**config.mk**
```make
export PLATFORM = sky130hd
export DESIGN_NAME = blk_xlate
export DESIGN_NICKNAME = d
export VERILOG_FILES = /design/src/rtl/blkx_pkg.sv /design/src/rtl/blkx_cfg.sv /design/src/rtl/blkx_entry.sv /design/src/rtl/blkx_perm.sv /design/src/rtl/blk_xlate.sv
export SDC_FILE = /design/constraint.sdc
export NUM_CORES = 1
export LEC_CHECK = 0
export CAP_MARGIN = 20
export CORE_UTILIZATION = 25
export DETAILED_ROUTE_END_ITERATION = 12
export PLACE_DENSITY = 0.38
export REMOVE_ABC_BUFFERS = 1
export SLEW_MARGIN = 30
export SYNTH_ARGS = -nofsm -noshare
export SYNTH_HDL_FRONTEND = slang
export SYNTH_SLANG_ARGS = --single-unit
```
**constraint.sdc**
```tcl
create_clock -name clk -period 5.3 [get_ports clk]
set_input_delay 1.06 -clock clk [delete_from_list [all_inputs] [get_ports clk]]
set_output_delay 1.06 -clock clk [all_outputs]
set_load 0.1 [all_outputs]
```
**src/rtl/blkx_pkg.sv**
```systemverilog
// Shared types for the block address translation matcher.
// Assumes a two-bit access type code driven by the requester.
package blkx_pkg;

    // Access type seen on the request port; code 11 behaves as a fetch.
    typedef enum logic [1:0] {
        ACC_LOAD      = 2'b00,
        ACC_STORE     = 2'b01,
        ACC_FETCH     = 2'b10,
        ACC_FETCH_ALT = 2'b11
    } acc_kind_e;

    // Width of the protection code held in each lower word.
    localparam int PROT_W = 2;

endpackage

```
**src/rtl/blkx_cfg.sv**
```systemverilog
// Register file for the translation pairs.
// Holds N_ENT upper/lower word pairs written one word per cycle.
// Assumes the address selects the pair in its upper bits and the word in bit 0.
module blkx_cfg #(
    parameter int N_ENT = 4,
    parameter int DW    = 32,
    localparam int SEL_W = $clog2(N_ENT),
    localparam int CA_W  = SEL_W + 1
) (
    input  logic                       clk,
    input  logic                       rst_n,
    input  logic                       we,
    input  logic [CA_W-1:0]            addr,
    input  logic [DW-1:0]              wdata,
    output logic [N_ENT-1:0][DW-1:0]   upper_o,
    output logic [N_ENT-1:0][DW-1:0]   lower_o
);

    logic [N_ENT-1:0][DW-1:0] upper_q;
    logic [N_ENT-1:0][DW-1:0] lower_q;

    // Store one word per write strobe; reset clears every pair.
    always_ff @(posedge clk) begin
        if (!rst_n) begin
            upper_q <= '0;
            lower_q <= '0;
        end else if (we) begin
            if (addr[0]) lower_q[addr[CA_W-1:1]] <= wdata;
            else         upper_q[addr[CA_W-1:1]] <= wdata;
        end
    end

    assign upper_o = upper_q;
    assign lower_o = lower_q;

endmodule

```
**src/rtl/blkx_entry.sv**
```systemverilog
// One translation entry: liveness for the privilege state, length mask,
// address match and real-address formation.
// Assumes upper = {base, spare, length, sv, uv} and lower = {real base, spare, prot}.
module blkx_entry #(
    parameter int DW     = 32,
    parameter int BL_W   = 11,
    parameter int MIN_SH = 17,
    localparam int BL_LSB = 2,
    localparam int BASE_W = DW - MIN_SH
) (
    input  logic                       user_mode,
    input  logic [DW-1:0]              upper,
    input  logic [DW-1:0]              lower,
    input  logic [DW-1:0]              ea,
    output logic                       match,
    output logic [DW-1:0]              ra,
    output logic [blkx_pkg::PROT_W-1:0] prot
);

    logic          live;
    logic [DW-1:0] len_mask;
    logic [DW-1:0] base_ea;
    logic [DW-1:0] base_ra;
    logic          unused_bits;

    // Pick the validity bit belonging to the current privilege state.
    assign live = user_mode ? upper[0] : upper[1];

    // Build the block length mask: fixed minimum block plus the length field.
    always_comb begin
        len_mask = '0;
        len_mask[MIN_SH-1:0] = '1;
        len_mask[MIN_SH+BL_W-1:MIN_SH] = upper[BL_LSB+BL_W-1:BL_LSB];
    end

    assign base_ea = {upper[DW-1:MIN_SH], {MIN_SH{1'b0}}};
    assign base_ra = {lower[DW-1:MIN_SH], {MIN_SH{1'b0}}};

    // Compare the block part of the address and splice the real base in.
    assign match = live && ((ea & ~len_mask) == base_ea);
    assign ra    = (ea & len_mask) | base_ra;
    assign prot  = lower[blkx_pkg::PROT_W-1:0];

    assign unused_bits = ^{upper[MIN_SH-1:BL_LSB+BL_W], lower[MIN_SH-1:blkx_pkg::PROT_W]};

endmodule

```
**src/rtl/blkx_perm.sv**
```systemverilog
// Protection decode for a matched entry with the key fixed at one.
// Assumes code 00 blocks all, 10 allows all, 01/11 block stores only.
module blkx_perm
    import blkx_pkg::*;
(
    input  logic [PROT_W-1:0] prot,
    input  acc_kind_e         kind,
    output logic              allow
);

    // Map protection code and access type onto a permit bit.
    always_comb begin
        unique case (prot)
            2'b00:   allow = 1'b0;
            2'b10:   allow = 1'b1;
            default: allow = (kind != ACC_STORE);
        endcase
    end

endmodule

```
**src/rtl/blk_xlate.sv**
```systemverilog
// Block address translation matcher, top level.
// Looks up a request against the live entries and registers hit, fault and
// real address one cycle after the request strobe.
// Assumes entries of equal priority are resolved by lowest index.
module blk_xlate #(
    parameter int N_ENT  = 4,
    parameter int DW     = 32,
    parameter int BL_W   = 11,
    parameter int MIN_SH = 17,
    localparam int CA_W  = $clog2(N_ENT) + 1
) (
    input  logic            clk,
    input  logic            rst_n,
    input  logic            cfg_we,
    input  logic [CA_W-1:0] cfg_addr,
    input  logic [DW-1:0]   cfg_wdata,
    input  logic            priv_user,
    input  logic            reloc_en,
    input  logic            req_vld,
    input  logic [DW-1:0]   req_ea,
    input  logic [1:0]      req_kind,
    output logic            rsp_vld,
    output logic            rsp_hit,
    output logic            rsp_fault,
    output logic [DW-1:0]   rsp_ra
);
    import blkx_pkg::*;

    logic [N_ENT-1:0][DW-1:0]     upper_w;
    logic [N_ENT-1:0][DW-1:0]     lower_w;
    logic [N_ENT-1:0]             ent_match;
    logic [N_ENT-1:0][DW-1:0]     ent_ra;
    logic [N_ENT-1:0][PROT_W-1:0] ent_prot;
    logic                         priv_q;
    logic                         sel_hit;
    logic [DW-1:0]                sel_ra;
    logic [PROT_W-1:0]            sel_prot;
    logic                         sel_allow;

    blkx_cfg #(.N_ENT(N_ENT), .DW(DW)) cfg_i (
        .clk     (clk),
        .rst_n   (rst_n),
        .we      (cfg_we),
        .addr    (cfg_addr),
        .wdata   (cfg_wdata),
        .upper_o (upper_w),
        .lower_o (lower_w)
    );

    // Register the privilege state so the live set changes between lookups.
    always_ff @(posedge clk) begin
        if (!rst_n) priv_q <= 1'b0;
        else        priv_q <= priv_user;
    end

    for (genvar g = 0; g < N_ENT; g++) begin : g_ent
        blkx_entry #(.DW(DW), .BL_W(BL_W), .MIN_SH(MIN_SH)) ent_i (
            .user_mode (priv_q),
            .upper     (upper_w[g]),
            .lower     (lower_w[g]),
            .ea        (req_ea),
            .match     (ent_match[g]),
            .ra        (ent_ra[g]),
            .prot      (ent_prot[g])
        );
    end

    // Select the lowest-numbered matching entry.
    always_comb begin
        sel_hit  = 1'b0;
        sel_ra   = '0;
        sel_prot = '0;
        for (int i = N_ENT - 1; i >= 0; i--) begin
            if (ent_match[i]) begin
                sel_hit  = 1'b1;
                sel_ra   = ent_ra[i];
                sel_prot = ent_prot[i];
            end
        end
    end

    blkx_perm perm_i (
        .prot  (sel_prot),
        .kind  (acc_kind_e'(req_kind)),
        .allow (sel_allow)
    );

    // Register the response; outputs read zero outside a response cycle.
    always_ff @(posedge clk) begin
        if (!rst_n) begin
            rsp_vld   <= 1'b0;
            rsp_hit   <= 1'b0;
            rsp_fault <= 1'b0;
            rsp_ra    <= '0;
        end else begin
            rsp_vld <= req_vld;
            if (req_vld && !reloc_en) begin
                rsp_hit   <= 1'b0;
                rsp_fault <= 1'b0;
                rsp_ra    <= req_ea;
            end else if (req_vld) begin
                rsp_hit   <= sel_hit;
                rsp_fault <= sel_hit && !sel_allow;
                rsp_ra    <= (sel_hit && sel_allow) ? sel_ra : '0;
            end else begin
                rsp_hit   <= 1'b0;
                rsp_fault <= 1'b0;
                rsp_ra    <= '0;
            end
        end
    end

endmodule

```
==> results.toml, run 1 <==
[run_status]
status = "completed"

[min_path]
min_to = "cfg_i.lower_o[124]"
min_path_type = "flop to flop"
hold_depth = 2
hp-start = "cfg_i.lower_o[124]"

[placed_design]
placed_cells = 1773
post-place-ws_ns = 0.723
port-buffer-count = 105
gp_congestion = 0.801
place_hpwl_mm = 22.9

[clock_network]
cts_setup_buffers = 0
cts_sinks = 216
cts-root-buf = "clkbuf_16"
clock_latency_ns = 0.56
clk_pin_slew_ns = 0.06
ctsHoldBuffers = 0
cts_tree = "done"
htree_levels = 1
numCtsBuffers = 28
cts-resized-gates = 0
clockBufferDepth = 3

[route]
drt_iter0_drc = 498
drt-total-wl_mm = 36.2
wl_per_cell_um = 19.9
num_vias = 8388
first_pass_iters = 5
final_antenna_net_count = 0
drc_errors = 0
vias_per_cell = 4.60

[floorplanning]
start_util_pct = 25.4
fp.dieW_um = 201
pin_count = 110
rows = 72
die_h_um = 201
dieArea_sq_mm = 0.0402
core_area_sq_mm = 0.0387

[sta]
rsz0062_at_grt = "no"
drv_slew = 0
setup_tns_ns = 0
max_freq_mhz = 253
tightest_slew_ns = 0.999
finalSetupViolCount = 0
hold_slack_ns = 0.461
hold_violations = 0
period_minus_slack_ns = 3.96
layout_setup_ws_ns = 1.34
relSlewSlack_pct = 33.2
fin_crit_sh_pct = 74.7
fin_skew_ns = 0.0160

[run]
drv_cap = 0

[grt]
grt_pass1_wl_mm = 53.9
met3_usage_pct = 2.52
grt_pass1_vias = 8165
grt_busiest_layer = "met2"
met2_usage_pct = 28.1
grt_usage_pct = 17.9
grt_start_max_net_pins = 181
grt.overflow.total = 0
antenna_found_initial = 0
met1_usage_pct = 26.3

[yosys]
yosysMostFrequentCell = "nand2_1"
synthTopCellsByCount = "387 x nand2_1, 216 x dfxtp_1, 181 x a21boi_0"
yosys.cell_types.count = 50
synthArstFlopShare_pct = 0
syn_area_sq_mm = 0.00986
ys.flop_type = "dfxtp_1"
yosysTopAreaCellShare_pct = 43.9
synth_area_per_cell_sq_um = 8.18
synth-seq-area-share_pct = 43.9
yosys-top-cells-area = "dfxtp_1 44%, nand2_1 15%, a21boi_0 14%"
synth-seq-cells = 216
synth_enable_flop_cells = 0
syn-instance-count = 1205
synth_top_cell_by_area = "dfxtp_1"
yosys_warnings = 0

[critical_path]
end_kind = "flop"
reg2reg_from = "cfg_i.upper_o[103]"
crit_required_ns = 5.79
crit_fanout = 10
path_class = "input pin to flop"
arrival_ns = 4.45
reg2reg_to = "rsp_ra[18]"
critPathLaunchType = "input pin"
r2r_setup_slack_ns = 2.13
rr_worst_depth = 9

[finish]
syn_to_final_growth_pct = 25.4
drive_above_1_share_pct = 8.05
diodes = 0
fin_cells = 1822
final_nets = 1360

[power]
power.total_w = 0.00385
p_leak_nw = 4.27
ir_worst_vdd_uv = 263
power_density_mw_per_mm2 = 311
[critical path, stage by stage]
cell             delay, ns
clkdlybuf4s50_1       0.66
nor2b_1               0.23
xnor2_1               0.21
nand4_1               0.24
nor4_4                0.47
nor2b_1               0.65
buf_4                 0.40
a221oi_1              0.12
a211oi_1              0.20
a22o_1                0.20
[stage by stage]
stage	utilization [%]	area (sq um)
floorplan	-	9450
global placement	29.7	11500
detailed placement	29.7	11500
CTS	31.9	12400
global route	31.9	12400
finish	31.9	12400
[where the power goes]
| group | switching (W) | internal [W] | total [W] |
|---|---|---|---|
| combinational | 0.000236 | 0.000148 | 0.000383 |
| sequential | 0.0000207 | 0.00166 | 0.00168 |
| clock | 0.000731 | 0.00105 | 0.00179 |
| total | 0.000988 | 0.00286 | 0.00385 |
[metal layers]
layer | vias up | part of all wire, %
li1 | 4184 | -
met1 | 3973 | 50
met2 | 200 | 44
met3 | 31 | 4.8
met4 | 0 | 1.3
met5 | - | 0
[worst max path at each step]
stage               startpoint          to  slack, ns  depth (start not counted)
floorplan           req_ea[21]  rsp_ra[24]       0.90                          8
global placement    req_ea[19]  rsp_ra[18]       0.64                          9
detailed placement  req_ea[19]  rsp_ra[18]       0.72                          9
CTS                 req_ea[19]  rsp_ra[18]       1.30                          9
global route        req_ea[19]  rsp_ra[17]       1.12                          9
finish              req_ea[20]  rsp_ra[18]       1.34                         10
[cells by family after synthesis]
| family | share of synthesized area, % |
|---|---|
| buf+inv | 4.25 |
| mux | 0.203 |
| flops | 43.9 |
| xor+xnor | 5.42 |
| compound gates | 22.2 |
| simple gates | 24.1 |
[cells in the final DEF, fill, tap and decap left out, types with 23 or more instances in the layout]
cell type | netlist | final
nand2_1 | 387 | 385
dfxtp_1 | 216 | 216
a21boi_0 | 181 | 181
clkdlybuf4s50_1 | 0 | 104
nor2b_1 | 53 | 53
xnor2_1 | 52 | 52
buf_4 | 0 | 42
nor2_1 | 33 | 30
clkbuf_16 | 0 | 28
a21o_1 | 23 | 23
[area by class of cell]
class                   instances  area [sq um]
fillers                      4161         26400
multi-input cells             888          5140
flip-flops and latches        216          4320
repair buffers                147          1380
clock buffers                  45           825
well taps                     518           648
clock inverters                 4          33.8
inverters                       4          15.0
[registers in the layout, indices dropped and copies added (netlist names)]
| signal | flops |
|---|---|
| rsp_fault | 1 |
| rsp_ra | 32 |
| cfg_i.lower_o | 68 |
| cfg_i.upper_o | 112 |
| rsp_hit | 1 |
| rsp_vld | 1 |
| priv_q | 1 |
Power figures use the tool's default switching activity.
==> inputs of run 2 (changes only) <==
PLACE_DENSITY = 0.39   (was 0.38)
clock period = 3.53 ns   (was 5.3 ns; I/O delays follow)
==> run 2 against run 1 <==
Effect of this change:
- via count decreased by 0.67%
- setup slack got worse by 1.1 ns
- clock power increased by 50%
- flip-flop and latch count unchanged
- register-to-register slack got worse by 1.3 ns
- critical path type unchanged
- largest cell class unchanged
- highest routed layer unchanged
==> results.toml, run 2 (synthesis results as in run 1) <==
[clock_network]
cts-root-buf = "clkbuf_16"
cts-resized-gates = 0
numCtsBuffers = 27
clock_latency_ns = 0.53
cts_setup_buffers = 0
ctsHoldBuffers = 0
cts_sinks = 216
htree_levels = 1
clk_pin_slew_ns = 0.06
cts_tree = "done"
clockBufferDepth = 3

[grt]
antenna_found_initial = 1
grt_pass1_vias = 8188
grt_start_max_net_pins = 182
grt_pass1_wl_mm = 53.3
grt.overflow.total = 0
grt_usage_pct = 17.5

[finish]
final_common_cell = "nand2_1"
largest_reg_flops = 112
fillerInstances = 4118
syn_to_final_growth_pct = 29.3
drive_above_1_share_pct = 11.2
diodes = 0
layout_common_cells = "387 x nand2_1, 216 x dfxtp_1, 181 x a21boi_0"
final_nets = 1405
final_util_pct = 32.9

[run]
drv_cap = 0

[critical_path]
rr_worst_depth = 8
crit_cells = 13
reg2reg_from = "priv_q"
arrival_ns = 3.72
worst-path-buf-inv = 5
path_common_cell = "buf_4"
cp_top_family = "buffers and inverters"
crit_required_ns = 4.00
crit_fanout = 9
path_class = "input pin to flop"
reg2reg_to = "rsp_ra[17]"
cpPeakStageDelay_ns = 0.56
r2r_setup_slack_ns = 0.79
crit_chain = "clkdlybuf4s50_1, buf_4, nor2b_1, xnor2_1, nand4_1, buf_4, nor4_4, buf_4, a21o_1, o21bai_1, a2111oi_4, buf_4, a22o_1"
critPathSlowestCell = "clkdlybuf4s50_1"
end_kind = "flop"
critPathLaunchType = "input pin"

[route]
final_antenna_net_count = 0
drc_errors = 0
wl_per_cell_um = 18.9
drt_iter0_drc = 510
drt-total-wl_mm = 35.2
first_pass_iters = 4
num_vias = 8332
vias_per_cell = 4.47

[sta]
hold_violations = 0
layout_setup_ws_ns = 0.282
max_freq_mhz = 308
finalSetupViolCount = 0
relSlewSlack_pct = 32.7
period_minus_slack_ns = 3.25
rsz0062_at_grt = "no"
drv_slew = 0
fin_crit_sh_pct = 92.0
tightest_slew_ns = 1.01
fin_skew_ns = 0.0153

[floorplanning]
fp.dieW_um = 201
start_util_pct = 25.4
pin_count = 110
core_area_sq_mm = 0.0387
rows = 72
die_h_um = 201
dieArea_sq_mm = 0.0402

[power]
p_leak_nw = 4.51
power_density_mw_per_mm2 = 456
ir_worst_vdd_uv = 281

[min_path]
hp-start = "cfg_i.lower_o[27]"
min_to = "cfg_i.lower_o[27]"
hold_depth = 2
min_path_type = "flop to flop"

[run_status]
status = "completed"

[placed_design]
post-place-ws_ns = -0.293
port-buffer-count = 105
gp_congestion = 0.785
place_hpwl_mm = 22.7
-- run 2: changes by cell type in the layout (fill, tap and decap cells not counted), sizes merged --
cell	before	now
buf	43	91
clkbuf	45	43
clkdlybuf4s50	104	102
bufinv	0	1
clkinvlp	1	0
-- run 2: how the worst max path moves through the flow --
stage / start / to / slack (ns)
final: req_ea[19] / rsp_ra[17] / 0.28
after global routing: req_ea[17] / rsp_ra[20] / 0.1
after CTS: req_ea[22] / rsp_ra[17] / 0.26
after detailed placement: req_ea[22] / rsp_ra[17] / -0.29
after global placement: req_ea[22] / rsp_ra[17] / -0.31
after floorplan: req_ea[21] / rsp_ra[24] / -0.52
-- run 2: tightest hold or removal path: stages, from the launching register on --
cell      delay [ns]
dfxtp_1         0.31
nand2_1         0.05
a21boi_0        0.06
-- run 2: cell type report --
class,instances,area [sq um],share of cell area [%]
Multi-Input combinational cell,888,5140,40.3
Sequential cell,216,4320,33.9
Timing Repair Buffer,193,1770,13.9
Clock buffer,43,806,6.32
Tap cell,518,648,5.09
Clock inverter,4,45.0,0.353
Inverter,4,15.0,0.118
-- run 2: power breakdown --
part           internal, W  switching (W)
Sequential         0.00249      0.0000314
Clock              0.00162        0.00106
Combinational     0.000248       0.000356
-- run 2: per-stage QoR --
| stage | setup TNS [ns] | area, sq um | hold slack, ns | power, W | instances |
|---|---|---|---|---|---|
| global route | 0 | 12700 | 0.485 | 0.00605 | 1866 |
| CTS | 0 | 12700 | 0.466 | 0.00591 | 1866 |
| finish | 0 | 12700 | 0.462 | 0.00581 | 1866 |
| detailed placement | -6.70 | 11900 | 0.457 | 0.00319 | 1819 |
| global placement | -7.35 | 11900 | 0.448 | 0.00319 | 1819 |
| floorplan | -7.20 | 9450 | 0.438 | 0.00285 | 1108 |
-- run 2: per-layer routing --
layer | routed length [um] | track usage, % | part of all wire (%)
met3 | 1820 | 2.19 | 5.2
met5 | 0 | 0 | 0
met2 | 15800 | 27.6 | 45
met4 | 792 | 4.20 | 2.2
met1 | 16900 | 25.3 | 48
==> inputs of run 3 (changes only) <==
CORE_MARGIN = 2   (was not set)
==> run 3 against run 2 <==
Effect of this change:
- total power is 0.16% higher
- non-clock buffer count is 5 lower
- design area is 0.28% lower
- clock skew is 0.0047 ns higher
- largest cell class unchanged
==> results.toml, run 3 (synthesis results as in run 1) <==
[critical_path]
crit_fanout = 10
crit_required_ns = 3.95
critPathLaunchType = "input pin"
path_class = "input pin to flop"
end_kind = "flop"
arrival_ns = 3.71

[placed_design]
placed_cells = 1814
place_hpwl_mm = 22.7
port-buffer-count = 105
gp_congestion = 0.770

[sta]
tightest_slew_ns = 1.00
max_freq_mhz = 304
fin_skew_ns = 0.0200
finalSetupViolCount = 0
period_minus_slack_ns = 3.29
relSlewSlack_pct = 33.0
rsz0062_at_grt = "no"
drv_slew = 0
fin_crit_sh_pct = 93.1
setup_tns_ns = 0
hold_violations = 0

[power]
p_leak_nw = 4.49
power_density_mw_per_mm2 = 458
ir_worst_vdd_uv = 281

[min_path]
min_path_type = "flop to flop"

[finish]
fillerInstances = 4048
final_common_cell = "nand2_1"
diodes = 0
fin_cells = 1862
largest_reg_flops = 112
final_nets = 1400
syn_to_final_growth_pct = 28.9
drive_above_1_share_pct = 11.0
layout_common_cells = "387 x nand2_1, 216 x dfxtp_1, 181 x a21boi_0"

[route]
final_antenna_net_count = 0
first_pass_iters = 4
num_vias = 8419
drt_iter0_drc = 423
wl_per_cell_um = 19.0
drt-total-wl_mm = 35.4
drc_errors = 0
vias_per_cell = 4.52

[clock_network]
clk_pin_slew_ns = 0.06
clockBufferDepth = 3
cts_tree = "done"
clock_latency_ns = 0.55
cts-resized-gates = 0
cts_setup_buffers = 0
htree_levels = 1
cts_sinks = 216
cts-root-buf = "clkbuf_16"
ctsHoldBuffers = 0
numCtsBuffers = 27

[grt]
antenna_found_initial = 1
grt_pass1_wl_mm = 53.3
grt_pass1_vias = 8481
met1_usage_pct = 23.6
grt_start_max_net_pins = 182
grt_busiest_layer = "met2"
grt_usage_pct = 17.1
met3_usage_pct = 2.73
grt.overflow.total = 0
met2_usage_pct = 28.4

[floorplanning]
pin_count = 110
die_h_um = 203
rows = 72
core_area_sq_mm = 0.0388
fp.dieW_um = 203
dieArea_sq_mm = 0.0410
start_util_pct = 25.4

[run_status]
status = "completed"

[run]
drv_cap = 0
run 3: metrics by stage:
stage | power, W | cell area, sq um | worst slack [ns] | hold WS [ns] | utilization (%)
global placement | 0.00319 | 11900 | -0.320 | 0.449 | 30.5
global route | 0.00604 | 12700 | 0.0772 | 0.486 | 32.7
finish | 0.00581 | 12700 | 0.243 | 0.465 | 32.7
CTS | 0.00592 | 12700 | 0.252 | 0.464 | 32.7
floorplan | 0.00285 | 9450 | -0.517 | 0.438 | -
detailed placement | 0.00319 | 11900 | -0.301 | 0.456 | 30.5
run 3: metal layers:
layer	routed length (um)	share of wire, %	vias up
li1	-	-	4258
met2	16100	46	147
met3	1270	3.6	37
met1	17400	49	3977
met5	0	0	-
met4	565	1.6	0
run 3: power breakdown:
group	internal, W	switching [W]
logic	0.000248	0.000358
clock network	0.00159	0.00109
registers	0.00249	0.0000312
total	0.00433	0.00148
run 3: cell type report:
cell class	instances	area [sq um]	area share (%)
tap	518	648	5.10
multi-input combinational	888	5140	40.4
clock buffer	44	830	6.53
clock inverter	4	23.8	0.187
sequential	216	4320	34.0
inverter	4	15.0	0.118
timing repair buffer	188	1730	13.6
run 3: worst paths after layout:
| kind | start | to | slack [ns] | depth (start not counted) |
|---|---|---|---|---|
| max | req_ea[17] | rsp_ra[20] | 0.24 | 12 |
| min | cfg_i.lower_o[52] | cfg_i.lower_o[52] | 0.46 | 2 |
| max reg2reg | cfg_i.upper_o[70] | rsp_ra[20] | 0.79 | 11 |
| min reg2reg | cfg_i.lower_o[52] | cfg_i.lower_o[52] | 0.46 | 2 |
run 3: critical path, stage by stage:
cell and delay, ns:
clkdlybuf4s50_1 0.66, nor2b_1 0.21, xnor2_1 0.18, nand4_1 0.13
buf_4 0.17, nor4_2 0.42, buf_4 0.26, nor2b_1 0.12
buf_12 0.17, a221oi_1 0.38, a211oi_1 0.08, a22o_1 0.20
